$ cat src/rtl/mux_alu_pkg.sv
package mux_alu_pkg;

    typedef enum logic [2:0] {
        OP_LOAD  = 3'd0,
        OP_AND   = 3'd1,
        OP_OR    = 3'd2,
        OP_XOR   = 3'd3,
        OP_ADD   = 3'd4,
        OP_SUB   = 3'd5,
        OP_STPAS = 3'd6,
        OP_JMPAS = 3'd7
    } alu_op_e;

    // Truth tables indexed by {a_bit, b_bit}
    localparam logic [3:0] LUT_ZERO = 4'b0000;
    localparam logic [3:0] LUT_A    = 4'b1100;
    localparam logic [3:0] LUT_B    = 4'b1010;
    localparam logic [3:0] LUT_NB   = 4'b0101;
    localparam logic [3:0] LUT_AND  = 4'b1000;
    localparam logic [3:0] LUT_OR   = 4'b1110;
    localparam logic [3:0] LUT_XOR  = 4'b0110;

    typedef struct packed {
        logic [3:0] lut_l;
        logic [3:0] lut_r;
        logic       cin;
    } fn_cfg_t;

endpackage

$ cat src/rtl/mux_alu_decode.sv
module mux_alu_decode
    import mux_alu_pkg::*;
(
    input  alu_op_e op_i,
    output fn_cfg_t cfg_o
);

    always_comb begin
        unique case (op_i)
            OP_ADD:   cfg_o = '{lut_l: LUT_A,   lut_r: LUT_B,    cin: 1'b0};
            OP_SUB:   cfg_o = '{lut_l: LUT_A,   lut_r: LUT_NB,   cin: 1'b1};
            OP_AND:   cfg_o = '{lut_l: LUT_AND, lut_r: LUT_ZERO, cin: 1'b0};
            OP_OR:    cfg_o = '{lut_l: LUT_OR,  lut_r: LUT_ZERO, cin: 1'b0};
            OP_XOR:   cfg_o = '{lut_l: LUT_XOR, lut_r: LUT_ZERO, cin: 1'b0};
            OP_LOAD,
            OP_STPAS,
            OP_JMPAS: cfg_o = '{lut_l: LUT_B,   lut_r: LUT_ZERO, cin: 1'b0};
            default:  cfg_o = '{lut_l: LUT_ZERO, lut_r: LUT_ZERO, cin: 1'b0};
        endcase
    end

endmodule

$ cat src/rtl/mux_alu_fgen.sv
module mux_alu_fgen #(
    parameter int WIDTH = 8
) (
    input  logic [WIDTH-1:0] a_i,
    input  logic [WIDTH-1:0] b_i,
    input  logic [3:0]       lut_i,
    output logic [WIDTH-1:0] f_o
);

    // One 4:1 multiplexer per bit, selected by the operand bit pair
    for (genvar i = 0; i < WIDTH; i++) begin : g_bit
        assign f_o[i] = lut_i[{a_i[i], b_i[i]}];
    end

endmodule

$ cat src/rtl/mux_alu_slice.sv
module mux_alu_slice #(
    parameter int SLICE_W = 4
) (
    input  logic [SLICE_W-1:0] l_i,
    input  logic [SLICE_W-1:0] r_i,
    input  logic               cin_i,
    output logic [SLICE_W-1:0] sum_o,
    output logic               cout_o
);

    logic [SLICE_W:0] c;
    assign c[0] = cin_i;

    for (genvar i = 0; i < SLICE_W; i++) begin : g_fa
        assign sum_o[i] = l_i[i] ^ r_i[i] ^ c[i];
        assign c[i+1]   = (l_i[i] & r_i[i]) | (c[i] & (l_i[i] ^ r_i[i]));
    end

    assign cout_o = c[SLICE_W];

endmodule

$ cat src/rtl/mux_alu_top.sv
module mux_alu_top
    import mux_alu_pkg::*;
#(
    parameter int DATA_W  = 8,
    parameter int SLICE_W = 4,
    parameter bit REG_OUT = 1'b1
) (
    input  logic              clk_i,
    input  logic              rst_ni,
    input  logic [DATA_W-1:0] a_i,
    input  logic [DATA_W-1:0] b_i,
    input  logic [2:0]        op_i,
    output logic [DATA_W-1:0] res_o,
    output logic              cout_o
);

    localparam int N_SLICE = DATA_W / SLICE_W;

    fn_cfg_t           cfg;
    logic [DATA_W-1:0] f_l;
    logic [DATA_W-1:0] f_r;
    logic [DATA_W-1:0] sum;
    logic [N_SLICE:0]  carry;

    mux_alu_decode u_dec (
        .op_i  (alu_op_e'(op_i)),
        .cfg_o (cfg)
    );

    mux_alu_fgen #(.WIDTH(DATA_W)) u_fgen_l (
        .a_i   (a_i),
        .b_i   (b_i),
        .lut_i (cfg.lut_l),
        .f_o   (f_l)
    );

    mux_alu_fgen #(.WIDTH(DATA_W)) u_fgen_r (
        .a_i   (a_i),
        .b_i   (b_i),
        .lut_i (cfg.lut_r),
        .f_o   (f_r)
    );

    assign carry[0] = cfg.cin;

    for (genvar s = 0; s < N_SLICE; s++) begin : g_slice
        mux_alu_slice #(.SLICE_W(SLICE_W)) u_slice (
            .l_i    (f_l[s*SLICE_W +: SLICE_W]),
            .r_i    (f_r[s*SLICE_W +: SLICE_W]),
            .cin_i  (carry[s]),
            .sum_o  (sum[s*SLICE_W +: SLICE_W]),
            .cout_o (carry[s+1])
        );
    end

    if (REG_OUT) begin : g_reg_out
        always_ff @(posedge clk_i or negedge rst_ni) begin
            if (!rst_ni) begin
                res_o  <= '0;
                cout_o <= 1'b0;
            end else begin
                res_o  <= sum;
                cout_o <= carry[N_SLICE];
            end
        end
    end else begin : g_comb_out
        assign res_o  = rst_ni ? sum : '0;
        assign cout_o = rst_ni & carry[N_SLICE];
    end

endmodule

$ cat config.mk
export PLATFORM = sky130hd
export DESIGN_NAME = mux_alu_top
export DESIGN_NICKNAME = d
export VERILOG_FILES = /design/src/rtl/mux_alu_pkg.sv /design/src/rtl/mux_alu_decode.sv /design/src/rtl/mux_alu_fgen.sv /design/src/rtl/mux_alu_slice.sv /design/src/rtl/mux_alu_top.sv
export SDC_FILE = /design/constraint.sdc
export NUM_CORES = 1
export LEC_CHECK = 0
export ABC_AREA = 1
export BUFFER_PORTS_ARGS = -buffer_cell sky130_fd_sc_hd__buf_2
export CORE_UTILIZATION = 50
export CTS_CLUSTER_DIAMETER = 40
export DETAILED_ROUTE_END_ITERATION = 7
export GPL_ROUTABILITY_DRIVEN = 0
export HOLD_SLACK_MARGIN = 0.08
export PLACE_DENSITY_LB_ADDON = 0.1
export SYNTH_ARGS = -nofsm -noshare
export SYNTH_HDL_FRONTEND = slang
export SYNTH_SLANG_ARGS = --single-unit
$ cat constraint.sdc
create_clock -name clk_i -period 0.8 [get_ports clk_i]
set_input_delay 0.24 -clock clk_i [delete_from_list [all_inputs] [get_ports clk_i]]
set_output_delay 0.24 -clock clk_i [all_outputs]
set_load 0.01 [all_outputs]
==> impl_metrics.csv, run 1 <==
group,metric,value,unit
run_status,outcome,"finished with violations",
run_status,violations,"setup timing",
layout,fin_cells,189,
setup_path,critPathKind,"input pin to flop",
layout,ff_latch_area,225,µm²
layout,post-route-util,0.813,
placement,port_buffers,29,
grt,grt_max_degree,10,
sta,finalMaxSlewViolations,0,
sta,fin_crit,3.62,ns
setup_path,crit_path_start_kind,"input pin",
clock_network,h-tree-depth,1,
sta,max_slew_margin,0.790,
clock_network,cts_root_buf,"clkbuf_4",
grt,gr-total-overflow,0,
floorplan,ioPinCount,30,
drt,dr.pass1.iters,4,
layout,area_growth,49.5,%
layout,nets,203,
floorplan,fp.coreArea,1520,µm²
synth,yosysTopAreaCell,"dfrtp_1",
sta,rsz0062_at_grt,"yes",
drt,wl_per_cell,10.2,µm
synth,ys_seq_area_frac,0.272,
grt,grt_pass1_wl,3470,µm
drt,ant_nets,0,
pwr,pwr-share-comb,0.458,
placement,dp_slack,-3.07,ns
grt,antenna_found_initial,0,
floorplan,rows,14,
synth,syn_area_per_cell,6.68,µm²
sta,tightest_slew,0.311,ns
synth,synth.area.top_cells,"dfrtp_1 (27%), nand2_1 (21%), fa_1 (19%), inv_1 (14%), nand3_1 (9.1%)",
layout,post-route-cell-area,1240,µm²
pwr,seq_power_share,0.352,
setup_path,worstPathRequired,0.95,ns
pwr,p_leak,0.000725,µW
synth,synth_nets,153,
drt,drt_iter0_markers,24,
layout,multi_input_area,554,µm²
synth,ys_types,11,
pwr,clock_power_share,0.190,
setup_path,path_cells,"buf_8 -> clkinvlp_4 -> buf_12 -> nand3_4 -> nand2_2 -> o21ai_2 -> fa_2 -> fa_2 -> fa_2 -> fa_2 -> fa_2 -> fa_2 -> inv_2 -> fa_2 -> inv_2 -> fa_2 -> inv_2",
pwr,p_sw,575,µW
clock_network,clock_path_buffers,2,
setup_path,critical_path.most_common_cell,"fa_2",
synth,synth_top_area_frac,0.272,
layout,drive_gt1_frac,0.410,
setup_path,cp_max_fo,4,
synth,ys_warn_count,0,
sta,setup_violations,18,
synth,syn_inst,124,
hold_path,hold_path.class,"input pin to async pin",
floorplan,die_h,42.7,µm
drt,via_per_inst,4.69,
pwr,power.density,1370,nW/µm²
sta,setup_ws,-2.82,ns
clock_network,clock_sinks,9,
setup_path,worstPathArrival,3.77,ns
floorplan,die_w,42.7,µm
grt,grt.total_usage,0.257,
setup_path,slowest_delay,0.52,ns
layout,final.fill_count,114,
pwr,internal_power,1120,µW
drt,wl,1930,µm
setup_path,end_kind,"flop",
grt,grt_pass1_vias,876,
sta,hold_viol,0,
drt,drc,0,
pwr,swShare,0.340,
clock_network,cts.reportedPaths.clkPinSlew,0.05,ns
synth,syn_area,828,µm²
sta,min_period_over_period,4.53,
floorplan,start_util,0.544,
sta,max_freq,0.276,GHz
clock_network,cts_tree,"yes",
clock_network,numCtsBuffers,3,
placement,dp_hpwl,1510,µm
drt,vias,887,
floorplan,die-area,1820,µm²
job,drv_cap,0,
placement,placed_area,1120,µm²
synth,ys_ff_latch,9,
pwr,power.total,1690,µW
pwr,ir_drop,0.705,mV
placement,place_inst,180,
setup_path,slowest_stage,"fa_2",
layout,num_antenna_cells,0,
-- layout by cell type, fill, tap and decap left out, types with 2 or more instances in the layout --
cell,netlist,routed
buf_4,0,15
dfrtp_1,9,9
fa_2,0,8
inv_1,31,24
inv_2,0,6
o21ai_0,8,7
nor2_1,2,2
nand3_1,15,14
nand2_2,0,3
buf_2,0,27
nand2_1,47,43
clkbuf_4,0,3
-- flip-flops by register name, summed over array words and instances (netlist names) --
name	flops
res_o	8
cout_o	1
-- per-stage QoR --
step	hold WS [ns]	TNS, ns
4_1_cts	0.347	-17.17
5_1_grt	0.368	-18.03
2_1_floorplan	-0.0556	-16.15
3_5_place_dp	0.0893	-18.58
3_3_place_gp	0.0874	-17.95
6_report	0.358	-17.33
-- path summary, 6_finish.rpt --
path / startpoint / endpoint / slack [ns] / cells past startpoint
max in group asynchronous: rst_ni / res_o[4] / 0.28 / 2
setup / recovery: op_i[1] / res_o[7] / -2.82 / 17
hold / removal: rst_ni / res_o[1] / 0.36 / 2
min in group clk_i: a_i[6] / res_o[6] / 0.49 / 4
-- cells by family after synthesis --
family | synth area share
AND/OR/NAND/NOR | 0.340
buffers and inverters | 0.140
AO/OA/AOI/OAI | 0.0544
flip-flops | 0.272
adder cells (fa/ha/maj) | 0.193
-- cell type report --
class                      instances  share of cell area
timing repair buffer              45               0.236
multi-input combinational         84               0.447
clock buffer                       4              0.0212
sequential                         9               0.182
tap                               16              0.0162
inverter                          31              0.0970
-- layer usage --
layer,up-vias,GRT usage,part of all wire
li1,468,-,-
met1,385,0.290,0.41
met2,32,0.470,0.53
met3,2,0.0170,0.049
met4,0,0.144,0.0083
met5,-,0,0
-- synthesized netlist by cell type (all sizes together) --
cell and count:
o21ai 9, nand4 1, dfrtp 9, nand2 47, inv 31, nand3 16
fa 8, nor2 3
-- repair_timing --
item | 4_1_cts | 5_1_grt
endpoints found under the setup margin | 18 | 18
setup buffers | 3 | 1
gates resized for setup | 12 | 5
hold buffers | 1 | 0
pin swaps | 1 | 0
hold endpoints to repair | 9 | 0
-- worst max-delay path, delay by kind of cell --
kind	cells	cell delay (ns)
AO/OA/AOI/OAI	1	0.06
adder cells (fa/ha/maj)	8	2.82
buffers and inverters	6	0.48
AND/OR/NAND/NOR	2	0.18
-- power by group through the flow --
| stage | sequential [µW] | combinational (µW) | clock [µW] |
|---|---|---|---|
| 6_report | 596 | 775 | 322 |
| 5_1_grt | 609 | 883 | 351 |
| 4_1_cts | 597 | 750 | 345 |
| 3_5_place_dp | 604 | 702 | 0 |
| 3_3_place_gp | 606 | 687 | 0 |
| 2_1_floorplan | 683 | 316 | 0 |
No activity file was read; power rests on OpenSTA's default activity.
==> run 2: changes to the inputs <==
Clock period 0.8 ns to 4.6 ns, I/O delays scaled along.
==> run 2 against run 1 <==
  * The run still ends with setup timing left
  * Global-route usage fell by 0.71 points
  * Worst setup slack better by 2.7 ns
  * Clock power down 82%
  * Largest cell class unchanged
  * Cell count fell by 3.2%
  * Non-clock buffer count fell by 6
==> impl_metrics.csv, run 2 (synthesized netlist as in run 1, its figures left out) <==
group,metric,value,unit
run_status,violations,"setup timing",
layout,mostFrequentLayoutCells,"nand2_1 (45), buf_2 (27), inv_1 (26)",
setup_path,cp_max_fo,4,
job,drv_cap,0,
drt,drt_iter0_markers,33,
sta,timing.hold.ws,0.958,ns
clock_network,cts_root_buf,"clkbuf_4",
sta,hold_viol,0,
pwr,clock_power_share,0.198,
drt,wl_per_cell,11.2,µm
grt,grt_max_degree,10,
layout,area_growth,40.6,%
grt,grt_pass1_vias,890,
clock_network,cts_tree,"yes",
setup_path,crit_path_start_kind,"input pin",
pwr,internal_power,189,µW
layout,post-route-cell-area,1160,µm²
placement,dp_hpwl,1750,µm
pwr,p_leak,0.000691,µW
layout,num_antenna_cells,0,
drt,via_per_inst,5.02,
layout,final_common_cell,"nand2_1",
pwr,p_sw,102,µW
sta,fin_crit,4.76,ns
drt,drc,0,
setup_path,worstPathRequired,4.75,ns
pwr,ir_drop,0.0986,mV
layout,largest_reg_flops,8,
pwr,swShare,0.350,
sta,min_period_over_period,1.03,
grt,grt.total_usage,0.250,
layout,final.fill_count,123,
layout,nets,197,
run_status,outcome,"finished with violations",
clock_network,clock_path_buffers,2,
clock_network,clock_sinks,9,
floorplan,die_w,42.7,µm
floorplan,rows,14,
pwr,power.density,250,nW/µm²
drt,ant_nets,0,
grt,antenna_found_initial,0,
placement,placed_area,1110,µm²
sta,setup_violations,1,
drt,wl,2040,µm
clock_network,cts_setup_buffers,0,
clock_network,h-tree-depth,1,
setup_path,worstPathArrival,4.91,ns
setup_path,critPathKind,"input pin to flop",
layout,largestRegisters,"res_o (8), cout_o (1)",
floorplan,die-area,1820,µm²
sta,max_freq,0.210,GHz
grt,gr-total-overflow,0,
sta,max_slew_margin,0.758,
placement,port_buffers,29,
sta,tightest_slew,0.359,ns
grt,grt_pass1_wl,3420,µm
clock_network,cts.reportedPaths.clkPinSlew,0.06,ns
floorplan,fp.coreArea,1520,µm²
floorplan,ioPinCount,30,
floorplan,die_h,42.7,µm
clock_network,numCtsBuffers,3,
sta,rsz0062_at_grt,"yes",
layout,regMostFlops,"res_o",
layout,drive_gt1_frac,0.359,
setup_path,end_kind,"flop",
drt,dr.pass1.iters,4,
drt,vias,919,
hold_path,hold_path.class,"input pin to async pin",
floorplan,start_util,0.544,
pwr,pwr-share-comb,0.445,
sta,finalMaxSlewViolations,0,
pwr,seq_power_share,0.357,
sta,setup_ws,-0.159,ns
## run 2: changes by cell type in the layout (fill, tap and decap cells not counted), sizes merged
cell | before | now
buf | 44 | 38
clkbuf | 4 | 5
dlygate4sd3 | 1 | 0
## run 2: through the flow
step	setup WS [ns]	cells	total power (µW)	TNS [ns]	utilization
CTS	-0.119	183	291	-0.119	0.753
finish	-0.159	183	291	-0.159	0.764
global placement	-0.342	179	223	-0.622	0.729
floorplan	-0.133	124	173	-0.133	-
global route	-0.252	183	314	-0.289	0.764
detailed placement	-0.468	179	231	-0.982	0.729
## run 2: path summary, 6_finish.rpt
path                       cells past startpoint    start  slack (ns)        to
max in group asynchronous                      1   rst_ni        3.48  res_o[3]
setup / recovery                              18  op_i[1]       -0.16  res_o[7]
hold / removal                                 1   rst_ni        0.96  res_o[7]
min in group clk_i                             5   a_i[7]        1.65    cout_o
## run 2: layout make-up
type                       count  area, µm²  share of cell area
multi-input combinational     84        541               0.464
tap                           16       20.0              0.0172
inverter                      31        120               0.103
timing repair buffer          39        233               0.200
sequential                     9        225               0.193
clock buffer                   4       26.3              0.0226
## run 2: power groups by stage
stage,clock network (µW),registers (µW),logic (µW)
3_3_place_gp,0,105,117
6_report,57.8,104,130
2_1_floorplan,0,119,53.9
3_5_place_dp,0,105,125
5_1_grt,60.9,107,146
4_1_cts,59.8,104,127
## run 2: per-layer routing
| metal | up-vias | track usage | routed length (µm) |
|---|---|---|---|
| li1 | 456 | - | - |
| met1 | 426 | 0.252 | 795 |
| met2 | 35 | 0.482 | 1110 |
| met3 | 2 | 0.0255 | 117 |
| met4 | 0 | 0.144 | 17 |
| met5 | - | 0 | 0 |
## run 2: worst max-delay path: stages
cell	delay, ns
buf_8	0.10
clkinvlp_4	0.13
nand2_4	0.09
nand3_1	0.07
nand2_1	0.05
inv_1	0.06
nand2_2	0.05
fa_2	0.37
fa_2	0.36
fa_2	0.34
fa_2	0.36
fa_2	0.36
fa_2	0.34
inv_2	0.07
fa_2	0.19
inv_2	0.04
fa_2	0.52
inv_2	0.03
## run 2: timing repair
item                                    CTS  global route
endpoints found under the setup margin    2             2
gates resized for setup                   4             9
hold buffers                              0             0
